**config.mk**
```make
export PLATFORM = sky130hd
export DESIGN_NAME = fpsr_unit
export DESIGN_NICKNAME = d
export VERILOG_FILES = /design/src/rtl/fpsr_pkg.sv /design/src/rtl/fpsr_merge.sv /design/src/rtl/fpsr_except.sv /design/src/rtl/fpsr_readout.sv /design/src/rtl/fpsr_unit.sv
export SDC_FILE = /design/constraint.sdc
export NUM_CORES = 1
export LEC_CHECK = 0
export ABC_AREA = 1
export BUFFER_PORTS_ARGS = -buffer_cell sky130_fd_sc_hd__buf_2
export CAP_MARGIN = 5
export CORE_ASPECT_RATIO = 0.6
export CORE_UTILIZATION = 41
export DETAILED_ROUTE_END_ITERATION = 10
export PLACE_DENSITY = 0.79
export SKIP_LAST_GASP = 1
export SYNTH_ARGS = -nofsm -noshare
export SYNTH_HDL_FRONTEND = slang
export SYNTH_SLANG_ARGS = --single-unit
```
**constraint.sdc**
```tcl
create_clock -name clk -period 1 [get_ports clk]
set_input_delay 0.05 -clock clk [delete_from_list [all_inputs] [get_ports clk]]
set_output_delay 0.05 -clock clk [all_outputs]
set_load 0.05 [all_outputs]
```
**src/rtl/fpsr_pkg.sv**
```systemverilog
package fpsr_pkg;

  localparam int REG_W     = 32;
  localparam int CLS_W     = 5;
  localparam int CLS_LSB   = 12;
  localparam int RM_W      = 2;
  localparam int COND_W    = 4;
  localparam int NUM_CAUSE = 9;

  localparam int POS_FX  = 31;
  localparam int POS_FEX = 30;
  localparam int POS_VX  = 29;
  localparam int POS_OX  = 28;
  localparam int POS_UX  = 27;
  localparam int POS_ZX  = 26;
  localparam int POS_XX  = 25;
  localparam int POS_FR  = 18;
  localparam int POS_FI  = 17;

  localparam int CAUSE_POS [NUM_CAUSE] = '{24, 23, 22, 21, 20, 19, 10, 9, 8};

  typedef enum logic [RM_W-1:0] {
    RM_NEAREST = 2'b00,
    RM_ZERO    = 2'b01,
    RM_PINF    = 2'b10,
    RM_NINF    = 2'b11
  } rmode_e;

  typedef struct packed {
    logic lt;
    logic gt;
    logic eq;
    logic so;
  } cond_t;

  function automatic logic [REG_W-1:0] build_cause_mask();
    logic [REG_W-1:0] m;
    m = '0;
    for (int i = 0; i < NUM_CAUSE; i++) m[CAUSE_POS[i]] = 1'b1;
    return m;
  endfunction

  function automatic logic [REG_W-1:0] build_flag_mask();
    logic [REG_W-1:0] m;
    m = '0;
    m[POS_OX] = 1'b1;
    m[POS_UX] = 1'b1;
    m[POS_ZX] = 1'b1;
    m[POS_XX] = 1'b1;
    return m;
  endfunction

  function automatic logic [REG_W-1:0] build_class_mask();
    logic [REG_W-1:0] m;
    m = '0;
    for (int i = 0; i < CLS_W; i++) m[CLS_LSB + i] = 1'b1;
    return m;
  endfunction

  localparam logic [REG_W-1:0] CAUSE_MASK  = build_cause_mask();
  localparam logic [REG_W-1:0] FLAG_MASK   = build_flag_mask();
  localparam logic [REG_W-1:0] STICKY_MASK = CAUSE_MASK | FLAG_MASK;
  localparam logic [REG_W-1:0] CLASS_MASK  = build_class_mask();
  localparam logic [REG_W-1:0] SET_MASK    =
    STICKY_MASK | (REG_W'(1) << POS_FR) | (REG_W'(1) << POS_FI);

endpackage

```
**src/rtl/fpsr_merge.sv**
```systemverilog
module fpsr_merge
  import fpsr_pkg::*;
(
  input  logic [REG_W-1:0] cur_q,
  input  logic             sw_we,
  input  logic [REG_W-1:0] sw_wdata,
  input  logic             cls_we,
  input  logic [CLS_W-1:0] cls_value,
  output logic [REG_W-1:0] merged
);

  logic [REG_W-1:0] after_sw;

  // Software write first, then the class field on top of it.
  always_comb begin
    after_sw = sw_we ? sw_wdata : cur_q;
    merged   = after_sw;
    if (cls_we) begin
      merged[CLS_LSB +: CLS_W] = cls_value;
    end
  end

endmodule

```
**src/rtl/fpsr_except.sv**
```systemverilog
module fpsr_except
  import fpsr_pkg::*;
(
  input  logic [REG_W-1:0] base,
  input  logic             exc_set,
  input  logic [REG_W-1:0] exc_mask,
  output logic [REG_W-1:0] next_q
);

  logic [REG_W-1:0]     new_bits;
  logic [REG_W-1:0]     ored;
  logic [REG_W-1:0]     rising;
  logic [NUM_CAUSE-1:0] cause_v;

  assign new_bits = exc_set ? (exc_mask & SET_MASK) : '0;
  assign ored     = base | new_bits;
  assign rising   = new_bits & ~base & STICKY_MASK;

  for (genvar g = 0; g < NUM_CAUSE; g++) begin : g_cause
    assign cause_v[g] = ored[CAUSE_POS[g]];
  end

  always_comb begin
    next_q         = ored;
    next_q[POS_FX] = ored[POS_FX] | (|rising);
    next_q[POS_VX] = |cause_v;
  end

endmodule

```
**src/rtl/fpsr_readout.sv**
```systemverilog
module fpsr_readout
  import fpsr_pkg::*;
(
  input  logic [COND_W-1:0] top_bits,
  input  logic [RM_W-1:0]   rm_bits,
  output logic [RM_W-1:0]   rnd_mode,
  output logic [COND_W-1:0] cond_flags
);

  rmode_e mode;
  cond_t  cf;

  always_comb begin
    unique case (rm_bits)
      2'b00:   mode = RM_NEAREST;
      2'b01:   mode = RM_ZERO;
      2'b10:   mode = RM_PINF;
      default: mode = RM_NINF;
    endcase
  end

  // top_bits carries word indices 31..28: FX, FEX, VX, OX.
  always_comb begin
    cf.lt = top_bits[3];
    cf.gt = top_bits[2];
    cf.eq = top_bits[1];
    cf.so = top_bits[0];
  end

  assign rnd_mode   = mode;
  assign cond_flags = cf;

endmodule

```
**src/rtl/fpsr_unit.sv**
```systemverilog
module fpsr_unit
  import fpsr_pkg::*;
(
  input  logic              clk,
  input  logic              rst,
  input  logic              sw_we,
  input  logic [REG_W-1:0]  sw_wdata,
  input  logic              cls_we,
  input  logic [CLS_W-1:0]  cls_value,
  input  logic              exc_set,
  input  logic [REG_W-1:0]  exc_mask,
  output logic [REG_W-1:0]  fpsr_q,
  output logic [RM_W-1:0]   rnd_mode,
  output logic [COND_W-1:0] cond_flags
);

  logic [REG_W-1:0] word_q;
  logic [REG_W-1:0] merged;
  logic [REG_W-1:0] next_q;
  logic             any_upd;

  fpsr_merge u_merge (
    .cur_q     (word_q),
    .sw_we     (sw_we),
    .sw_wdata  (sw_wdata),
    .cls_we    (cls_we),
    .cls_value (cls_value),
    .merged    (merged)
  );

  fpsr_except u_except (
    .base     (merged),
    .exc_set  (exc_set),
    .exc_mask (exc_mask),
    .next_q   (next_q)
  );

  assign any_upd = sw_we | cls_we | exc_set;

  always_ff @(posedge clk) begin
    if (rst) begin
      word_q <= '0;
    end else if (any_upd) begin
      word_q <= next_q;
    end
  end

  fpsr_readout u_readout (
    .top_bits   (word_q[REG_W-1 -: COND_W]),
    .rm_bits    (word_q[RM_W-1:0]),
    .rnd_mode   (rnd_mode),
    .cond_flags (cond_flags)
  );

  assign fpsr_q = word_q;

endmodule

```
; ---- Word-level counts from Yosys, hierarchy flattened
; Index checks and enable logic that the tools add are counted.
[word_totals]
out_inout_bits = 38
word_cells = 16
reg_bits = 32
input_bits = 74
[op_classes]
n_eq_ne = 2
bitwise = 6
n_mux = 4
reduce_logical = 3
[op_table]
columns = op, count
row1 = 2-to-1 mux 32 bit, 1
row2 = OR 32 x 29 -> 32 bit, 1
row3 = bitwise AND 29 bit, 1
row4 = 2-to-1 mux 29 bit, 1
row5 = NOT 29 bit, 1
row6 = OR reduction 13 bit, 1
row7 = OR reduction 9 bit, 1
row8 = one-hot mux 2 bit (3 select lines), 1
row9 = 2-to-1 mux 5 bit, 1
row10 = OR 1 bit, 3
row11 = "equality test 2 x 1 -> 1 bit, second input constant", 1
row12 = "equality test 2 bit, second input constant", 1
row13 = zero test 2 bit, 1

; ---- Longest topological paths before layout
; Gate-level depths: netlist of run 1.
[depth]
ltp_word = 6
ltp_mapped = 10
mapped_depth_nobuf = 8

; ---- Hierarchy
; A second synthesis of run 1 with hierarchy kept.
[hier_totals]
cells_unflattened = 431
area_unflattened_um2 = 2458.6
[by_module_without_submodules]
columns = module, area_per_inst_um2, cells_each, instances, seq_area_each_um2
row1 = fpsr_unit, 1457.6, 210, 1, 640.6
row2 = fpsr_merge, 506.7, 125, 1, 0.0
row3 = fpsr_except, 456.7, 90, 1, 0.0
row4 = fpsr_readout, 37.5, 6, 1, 0.0

; ---- Least setup slack after synthesis of run 1
; Ideal clock, no wire load.
[synth_timing]
path_type = register to register
startpoint = reg word_q[28] (netlist: fpsr_q[28])
endpoint = reg word_q[31] (netlist: fpsr_q[31])
arrival_ps = 1156
path_stages_with_launch = 8
path_buffers = 0
required_time_ps = 889
synth_period_minus_slack_ps = 1267
setup_time_ps = 111
slack_ps = -267
path_cell_list = dfxtp_1 > nand2_1 > nand3_1 > nand2_1 > nor2_1 > nand2_1 > nor2_1 > nor2_1
[synth_between]
elab_chain_len = 5
[synth_lines]
columns = element, line
row1 = start: declaration, fpsr_unit.sv:17  ; logic [REG_W-1:0] word_q;
row2 = start signal: assignment, fpsr_unit.sv:44  ; word_q <= next_q;
row3 = 2-to-1 mux 32 bit, fpsr_merge.sv:16  ; after_sw = sw_we ? sw_wdata : cur_q;
row4 = NOT 29 bit, fpsr_except.sv:17  ; assign rising = new_bits & ~base & STICKY_MASK;
row5 = bitwise AND 29 bit, fpsr_except.sv:17
row6 = OR reduction 13 bit, fpsr_except.sv:25  ; next_q[POS_FX] = ored[POS_FX] | (|rising);
row7 = OR 1 bit, fpsr_except.sv:25
; Every way passes these cells.
; A chain may end at the register's enable or synchronous reset.

; ---- Worst setup path after layout of run 1
[layout_timing]
startpoint = reg word_q[9] (netlist: fpsr_q[9])
endpoint = reg word_q[29] (netlist: fpsr_q[29])
[layout_between]
elab_chain_len = 3
[layout_lines]
columns = element, line
row1 = 2-to-1 mux 32 bit, fpsr_merge.sv:16
row2 = OR 32 x 29 -> 32 bit, fpsr_except.sv:16  ; assign ored = base | new_bits;
row3 = OR reduction 9 bit, fpsr_except.sv:26  ; next_q[POS_VX] = |cause_v;
; Every way passes these cells.

==> results.env, run 1 <==
OUTCOME='completed'
SLOWEST_DELAY_NS=0.35
MOSTFREQUENTLAYOUTCELLS='sky130_fd_sc_hd__buf_2 (89), sky130_fd_sc_hd__nand2_1 (63), sky130_fd_sc_hd__nor2_1 (33), sky130_fd_sc_hd__inv_1 (25), sky130_fd_sc_hd__buf_4 (22)'
INITIAL_ANTENNA_VIOLATION_COUNT=0
CORE_REGION_AREA_SQ_UM=3720
SYNTH_AREA_LEADER='sky130_fd_sc_hd__dfxtp_1'
SEQUENTIAL_CELL_AREA_SQ_UM=686
DRT-PASS1-ITER-COUNT=4
NETLIST_TOP_CELLS_AREA='sky130_fd_sc_hd__dfxtp_1 (40%), sky130_fd_sc_hd__nand2_1 (15%), sky130_fd_sc_hd__nor2_1 (8.6%)'
GLOBAL_ROUTE_WIRE_LENGTH_BEFORE_REPAIR_MICRONS=7270
ANT_NETS=0
R2R_SETUP_SLACK_NS=0.02
ROUTED-VIA-COUNT=1874
PRE_CTS_SLACK_NS=-0.109
CRIT_FANOUT=2
CELL_INTERNAL_PWR_mW=2.30
IO-PIN-COUNT=112
CRITICAL_PATH.ENDPOINT_TYPE='register'
WORST_IR_DROP_VDD_uV=903
WORST_R2R_PATH_DEPTH=6
NUM_ANTENNA_CELLS=0
SYNTH.YOSYS.SEQ_AREA_SHARE_PCT=39.7
CLOCK_POWER_SHARE_PCT=28.6
LAYOUT.CELLS.MOST_COMMON='sky130_fd_sc_hd__buf_2'
CLKSINKCOUNT=32
TIMING.HOLD.WORST_PATH_DEPTH=3
NETLIST.AREA_LEADER.SHARE_PCT=39.7
NUMCTSBUFFERS=5
SETUP.WORST_PATH.START_CLASS='register'
LAYOUT_WORST_PATH_CYCLE_SHARE_PCT=97.6
SWITCHING_POWER_mW=1.28
SYNTHESIZED_INSTANCE_COUNT=238
VIAS_PER_CELL=4.64
GRT_PASS1_VIAS=1647
HTREE_NUM_LEVELS=2
DIE_AREA_SQ_UM=4200
TIMING.FINAL.SETUP_VIOLATIONS=0
CLK_PIN_SLEW_WORST_PATHS_NS=0.07
DRIVE_GT1_SHARE_PCT=46.2
DIE_W_MICRONS=83.0
MIN_PATH_TYPE='input pin to register'
DIE_H_MICRONS=50.6
CLOCK_LATENCY_OF_THE_LATER_CLOCKED_REGISTER_IN_THE_WORST_SKEW_PAIR_NS=0.28
POWER.SHARE.SEQUENTIAL_PCT=40.0
SYNTHDISTINCTLIBCELLS=22
NETLIST_AREA_SQ_UM=1610
GLOBALROUTEOVERFLOWTOTAL=0
CRIT_REQUIRED_NS=1.17
AREA_GROWTH_SYN_TO_LAYOUT_PCT=55.7
SYNTHESIZED_FLOP_AND_LATCH_TOTAL=32
PORTBUFFERS=93
WORST_EP_ARRIVAL_TIME_NS=1.15
ROUTED_WIRE_LENGTH_PER_INSTANCE_MICRONS=11.9
COUNT_OF_UNRESOLVED_DRC_VIOLATIONS_AFTER_ROUTING=0
FIN_NETS=430
FMAX_MHz=1020
HOLD_VIOLATIONS=0
CELLPOWERDENSITY_nW_PER_UM2=1420
YOSYS_WARNINGS=0
ROUTED_WL_MICRONS=4820
HEADROOM_TO_THE_MAX_SLEW_LIMIT_PCT=81.3
FINAL_CRITICAL_PATH_SETUP_SLACK_NS=0.0236
MAX_CAP_VIOLATIONS=0
UTILIZATION_PCT=67.5
TIGHTEST_SLEW_NS=0.280
CRITICAL-PATH-TOP-CELL-BY-COUNT='sky130_fd_sc_hd__nor2_2'
DRT_ITER0_DRC=87
POWER_mW=3.58
TIMING.CRITICAL_PATH.SLOWEST_STAGE_CELL='sky130_fd_sc_hd__dfxtp_4'
AVGSYNTHCELLAREA_SQ_UM=6.78
GP_ROUTABILITY_CONGESTION=0.805
LARGEST_NET_DEGREE_AT_THE_START_OF_GLOBAL_ROUTING=18
COMBINATIONALPOWERSHARE_PCT=31.4
SWITCHING_SHARE_PCT=35.7
DP.FINAL_HPWL_MICRONS=3280
FINAL.SETUP.TNS_NS=0
GRT.TOTAL_USAGE_PCT=22.0
WORST-SETUP-PATH-TYPE='register to register'
FILLER_CELL_COUNT=326
INITIAL_UTILIZATION_PCT=43.3
CLOCK_TREE.ROOT_CELL='sky130_fd_sc_hd__clkbuf_8'
MAX-CLOCK-PATH-BUFFERS=2
POWER.LEAKAGE_nW=1.46
RSZ0062_AT_GRT='true'
ROWS=17
SETUP_SKEW_AFTER_LAYOUT_NS=0.00631
MULTIINPUTGATEAREA_SQ_UM=797
LAYOUT_MIN_CYCLE_TIME_NS=0.976
CTS_TREE='yes'
TIMING.FINAL.MAX_SLEW_VIOLATIONS=0
SYNTHESIS.NETS=312
WORST_PATH_CELL_CHAIN='nand2_2, nand3_2, nor2_2, nand3_1, nor2_2, nor2_1'
[final timing paths]
kind / startpoint / to
hold reg to reg: register / register
setup reg to reg: fpsr_q[9] / fpsr_q[29]
hold / removal: sw_wdata[6] / register
setup / recovery: fpsr_q[9] / fpsr_q[29]
[area by class of cell]
type	count	area share, %
inverters	27	4.24
repair buffers	128	30.7
well taps	47	2.34
multi-input cells	162	31.7
clock inverters	2	0.399
clock buffers	6	3.29
flip-flops and latches	32	27.3
[Yosys cell counts]
master,number
sky130_fd_sc_hd__o31ai_1,1
sky130_fd_sc_hd__nand3_2,1
sky130_fd_sc_hd__buf_4,5
sky130_fd_sc_hd__o221ai_1,4
sky130_fd_sc_hd__nand2_4,1
sky130_fd_sc_hd__nor3_1,4
sky130_fd_sc_hd__dfxtp_1,32
sky130_fd_sc_hd__inv_6,1
sky130_fd_sc_hd__nor2_1,37
sky130_fd_sc_hd__inv_1,25
sky130_fd_sc_hd__nand3b_1,4
sky130_fd_sc_hd__buf_2,1
sky130_fd_sc_hd__inv_2,1
sky130_fd_sc_hd__buf_6,4
sky130_fd_sc_hd__buf_12,1
sky130_fd_sc_hd__nand3_1,22
sky130_fd_sc_hd__nand2_2,8
sky130_fd_sc_hd__nand2_1,64
sky130_fd_sc_hd__a21oi_1,1
sky130_fd_sc_hd__clkbuf_1,6
sky130_fd_sc_hd__nand4_1,2
sky130_fd_sc_hd__o21ai_0,13
[repair_timing]
action / 4_1_cts / 5_1_grt
resized for setup: 1 / 19
setup buffers: 0 / 2
endpoints found under the hold margin: 13 / 0
hold buffers: 13 / 0
gates cloned: 0 / 0
pin swaps: 0 / 12
setup endpoints to repair: 1 / 6
[critical path, delay by kind of cell (launching register included)]
kind,cells,cell delay [ns]
AND/OR/NAND/NOR,6,0.53
flip-flops,1,0.35
[power groups by stage]
stage / Sequential, mW / Clock [mW] / Combinational, mW
floorplan: 1.79 / 0 / 0.395
detailed placement: 1.45 / 0 / 1.03
CTS: 1.43 / 1.06 / 1.07
global route: 1.44 / 1.11 / 1.21
finish: 1.43 / 1.02 / 1.12
global placement: 1.45 / 0 / 1.02
[cell families (layout without fill, tap and decap cells)]
group | after synthesis | count (layout) | synth area share (%)
simple gates | 143 | 143 | 38.6
buf+inv | 44 | 163 | 14.7
flops | 32 | 32 | 39.7
compound gates | 19 | 19 | 6.98
[metal layers]
metal	GRT usage, %	part of all wire [%]	routed length, microns	vias to the layer above
li1	-	-	-	979
met1	29.9	47	2280	814
met2	34.3	45	2170	77
met3	6.58	7.2	346	4
met4	5.46	0.52	25	0
met5	0	0	0	-
[metrics by stage]
stage / cell area (sq um) / std cells / hold slack (ns)
6_report: 2510 / 404 / 0.00648
5_1_grt: 2510 / 404 / 0.0109
4_1_cts: 2430 / 402 / 0.00266
3_5_place_dp: 2200 / 381 / 0.239
3_3_place_gp: 2200 / 381 / 0.234
2_1_floorplan: 1660 / 238 / 0.115
No activity file was read; power rests on OpenSTA's default activity.
==> run 2: changes to the inputs <==
--- a/config.mk
+++ b/config.mk
@@ -11,7 +11,7 @@
 export CORE_ASPECT_RATIO = 0.6
 export CORE_UTILIZATION = 41
 export DETAILED_ROUTE_END_ITERATION = 10
-export PLACE_DENSITY = 0.79
+export PLACE_DENSITY = 0.8
 export SKIP_LAST_GASP = 1
 export SYNTH_ARGS = -nofsm -noshare
 export SYNTH_HDL_FRONTEND = slang
==> run 2 against run 1 <==
  * Total power rose by 0.25%
  * Count of clock-buffer cells in the layout increased by 1
  * Critical endpoint is now fpsr_q[31]
  * Sequential power about the same
  * Hold slack improved by 0.0078 ns
  * Critical path depth increased by 1
  * Final cell count down 2.2%
  * Clock skew up 0.00066 ns
  * Wire length down 5.5%
  * Clock power increased by 8%
  * First-iteration DRC count is 31% lower
==> results.env, run 2 (synthesized netlist as in run 1, its figures left out) <==
FMAX_MHz=1020
GP_ROUTABILITY_CONGESTION=0.764
DIE_H_MICRONS=50.6
LARGEST_NET_DEGREE_AT_THE_START_OF_GLOBAL_ROUTING=19
R2R_SETUP_SLACK_NS=0.02
UTILIZATION_PCT=64.7
NUM_ANTENNA_CELLS=0
PLACE_AREA_SQ_UM=2170
ROUTED-VIA-COUNT=1840
TIMING.HOLD.WORST_PATH_DEPTH=3
MOSTFREQUENTLAYOUTCELLS='sky130_fd_sc_hd__buf_2 (90), sky130_fd_sc_hd__nand2_1 (64), sky130_fd_sc_hd__nor2_1 (37), sky130_fd_sc_hd__inv_1 (25), sky130_fd_sc_hd__nand3_1 (21)'
DIE_AREA_SQ_UM=4200
PATH_BUF_INV=0
SETUP.WORST_PATH.START_CLASS='register'
TIMING.FINAL.SETUP_VIOLATIONS=0
ROUTED_WL_MICRONS=4560
CLOCK_POWER_SHARE_PCT=30.5
SETUP_SKEW_AFTER_LAYOUT_NS=0.00698
INITIAL_UTILIZATION_PCT=43.3
HEADROOM_TO_THE_MAX_SLEW_LIMIT_PCT=82.7
CP_TOP_FAMILY='simple AND/OR/NAND/NOR gates'
COMBINATIONALPOWERSHARE_PCT=29.6
LAYOUT_WORST_PATH_CYCLE_SHARE_PCT=97.8
DIE_W_MICRONS=83.0
WORST_IR_DROP_VDD_uV=975
CELL_INTERNAL_PWR_mW=2.33
DRT_ITER0_DRC=60
FINAL.SETUP.TNS_NS=0
CRIT_REQUIRED_NS=1.18
CELLPOWERDENSITY_nW_PER_UM2=1490
HOLD_VIOLATIONS=0
CTS_TREE='yes'
CRITICAL_PATH.ENDPOINT_TYPE='register'
FILLER_CELL_COUNT=344
GLOBAL_ROUTE_WIRE_LENGTH_BEFORE_REPAIR_MICRONS=7220
MAX-CLOCK-PATH-BUFFERS=2
DP.FINAL_HPWL_MICRONS=3310
WORST-SETUP-PATH-TYPE='register to register'
CORE_REGION_AREA_SQ_UM=3720
TIMING.RR.END='fpsr_q[31]'
IO-PIN-COUNT=112
LAYOUT_MIN_CYCLE_TIME_NS=0.978
FINAL_CRITICAL_PATH_SETUP_SLACK_NS=0.0216
SWITCHING_POWER_mW=1.25
POWER.SHARE.SEQUENTIAL_PCT=39.8
VIAS_PER_CELL=4.66
ROUTED_WIRE_LENGTH_PER_INSTANCE_MICRONS=11.5
SLOWEST_DELAY_NS=0.35
DRT-PASS1-ITER-COUNT=4
ROWS=17
AREA_GROWTH_SYN_TO_LAYOUT_PCT=49.3
POWER_mW=3.59
HP-START='sw_wdata[11]'
PORTBUFFERS=93
MIN_PATH_TYPE='input pin to register'
FIN_NETS=422
CRITICAL-PATH-TOP-CELL-BY-COUNT='sky130_fd_sc_hd__nor2_1'
LAYOUT.CELLS.MOST_COMMON='sky130_fd_sc_hd__buf_2'
CRIT_FANOUT=2
SWITCHING_SHARE_PCT=34.9
NUMCTSBUFFERS=5
R2R_START='fpsr_q[24]'
HTREE_NUM_LEVELS=2
GLOBALROUTEOVERFLOWTOTAL=0
TIGHTEST_SLEW_NS=0.260
CLOCK_LATENCY_OF_THE_LATER_CLOCKED_REGISTER_IN_THE_WORST_SKEW_PAIR_NS=0.28
OUTCOME='completed'
RSZ0062_AT_GRT='true'
CLK_PIN_SLEW_WORST_PATHS_NS=0.07
POSTLAYOUTCELLAREA_SQ_UM=2410
WORST_PATH_CELL_CHAIN='nand2_2, nand3_1, nand2_1, nor2_1, nand2_1, nor2_1, nor2_1'
WORST_EP_ARRIVAL_TIME_NS=1.16
GRT_PASS1_VIAS=1672
DRIVE_GT1_SHARE_PCT=41.1
MAX_CAP_VIOLATIONS=0
INITIAL_ANTENNA_VIOLATION_COUNT=1
TIMING.CRITICAL_PATH.SLOWEST_STAGE_CELL='sky130_fd_sc_hd__dfxtp_4'
WORST_R2R_PATH_DEPTH=7
CLKSINKCOUNT=32
COUNT_OF_UNRESOLVED_DRC_VIOLATIONS_AFTER_ROUTING=0
CRIT_PATH_START='fpsr_q[24]'
GRT.TOTAL_USAGE_PCT=22.2
CLOCK_TREE.ROOT_CELL='sky130_fd_sc_hd__clkbuf_8'
POWER.LEAKAGE_nW=1.40
PRE_CTS_SLACK_NS=-0.0557
TIMING.FINAL.MAX_SLEW_VIOLATIONS=0
ANT_NETS=0
-- run 2: how the worst max path moves through the flow --
stage / endpoint / slack [ns] / depth (start not counted)
floorplan: fpsr_q[31] / -0.03 / 7
global placement: fpsr_q[31] / -0.04 / 9
detailed placement: fpsr_q[31] / -0.06 / 9
CTS: fpsr_q[31] / 0.008 / 6
global route: fpsr_q[31] / -0.04 / 7
finish: fpsr_q[31] / 0.02 / 7
-- run 2: layout make-up --
class | instances | area [sq um] | share of cell area, %
Tap cell | 47 | 58.8 | 2.44
Clock buffer | 7 | 96.3 | 4.00
Sequential cell | 32 | 686 | 28.5
Inverter | 27 | 106 | 4.42
Timing Repair Buffer | 120 | 721 | 29.9
Multi-Input combinational cell | 162 | 741 | 30.8
-- run 2: stage by stage --
step                hold slack, ns  cells
finish                      0.0143    395
global route               0.00286    395
CTS                        0.00243    395
detailed placement           0.226    375
global placement             0.220    375
floorplan                    0.115    238
-- run 2: layer usage --
layer  wire length (microns)  track usage (%)  vias to the layer above
li1                        -                -                      962
met1                    2170             26.6                      814
met2                    2030             37.6                       60
met3                     323             7.73                        4
met4                      33             7.47                        0
met5                       0                0                        -
-- run 2: power groups by stage --
| stage | Combinational (mW) | Clock, mW | Sequential [mW] |
|---|---|---|---|
| finish | 1.06 | 1.10 | 1.43 |
| global placement | 1.00 | 0 | 1.45 |
| global route | 1.15 | 1.16 | 1.44 |
| CTS | 1.05 | 1.11 | 1.43 |
| floorplan | 0.395 | 0 | 1.79 |
| detailed placement | 1.01 | 0 | 1.45 |
-- run 2: timing repair --
| item | CTS | global route |
|---|---|---|
| buffers inserted | 0 | 0 |
| endpoints found under the hold margin | 13 | 0 |
| hold buffers | 13 | 0 |
| resized for setup | 0 | 5 |
| setup endpoints to repair | 0 | 5 |
-- run 2: worst register-to-register path: cells and delay by family (launching register included) --
family / cells / cell delay, ns
DFF: 1 / 0.35
and+or+nand+nor: 7 / 0.54
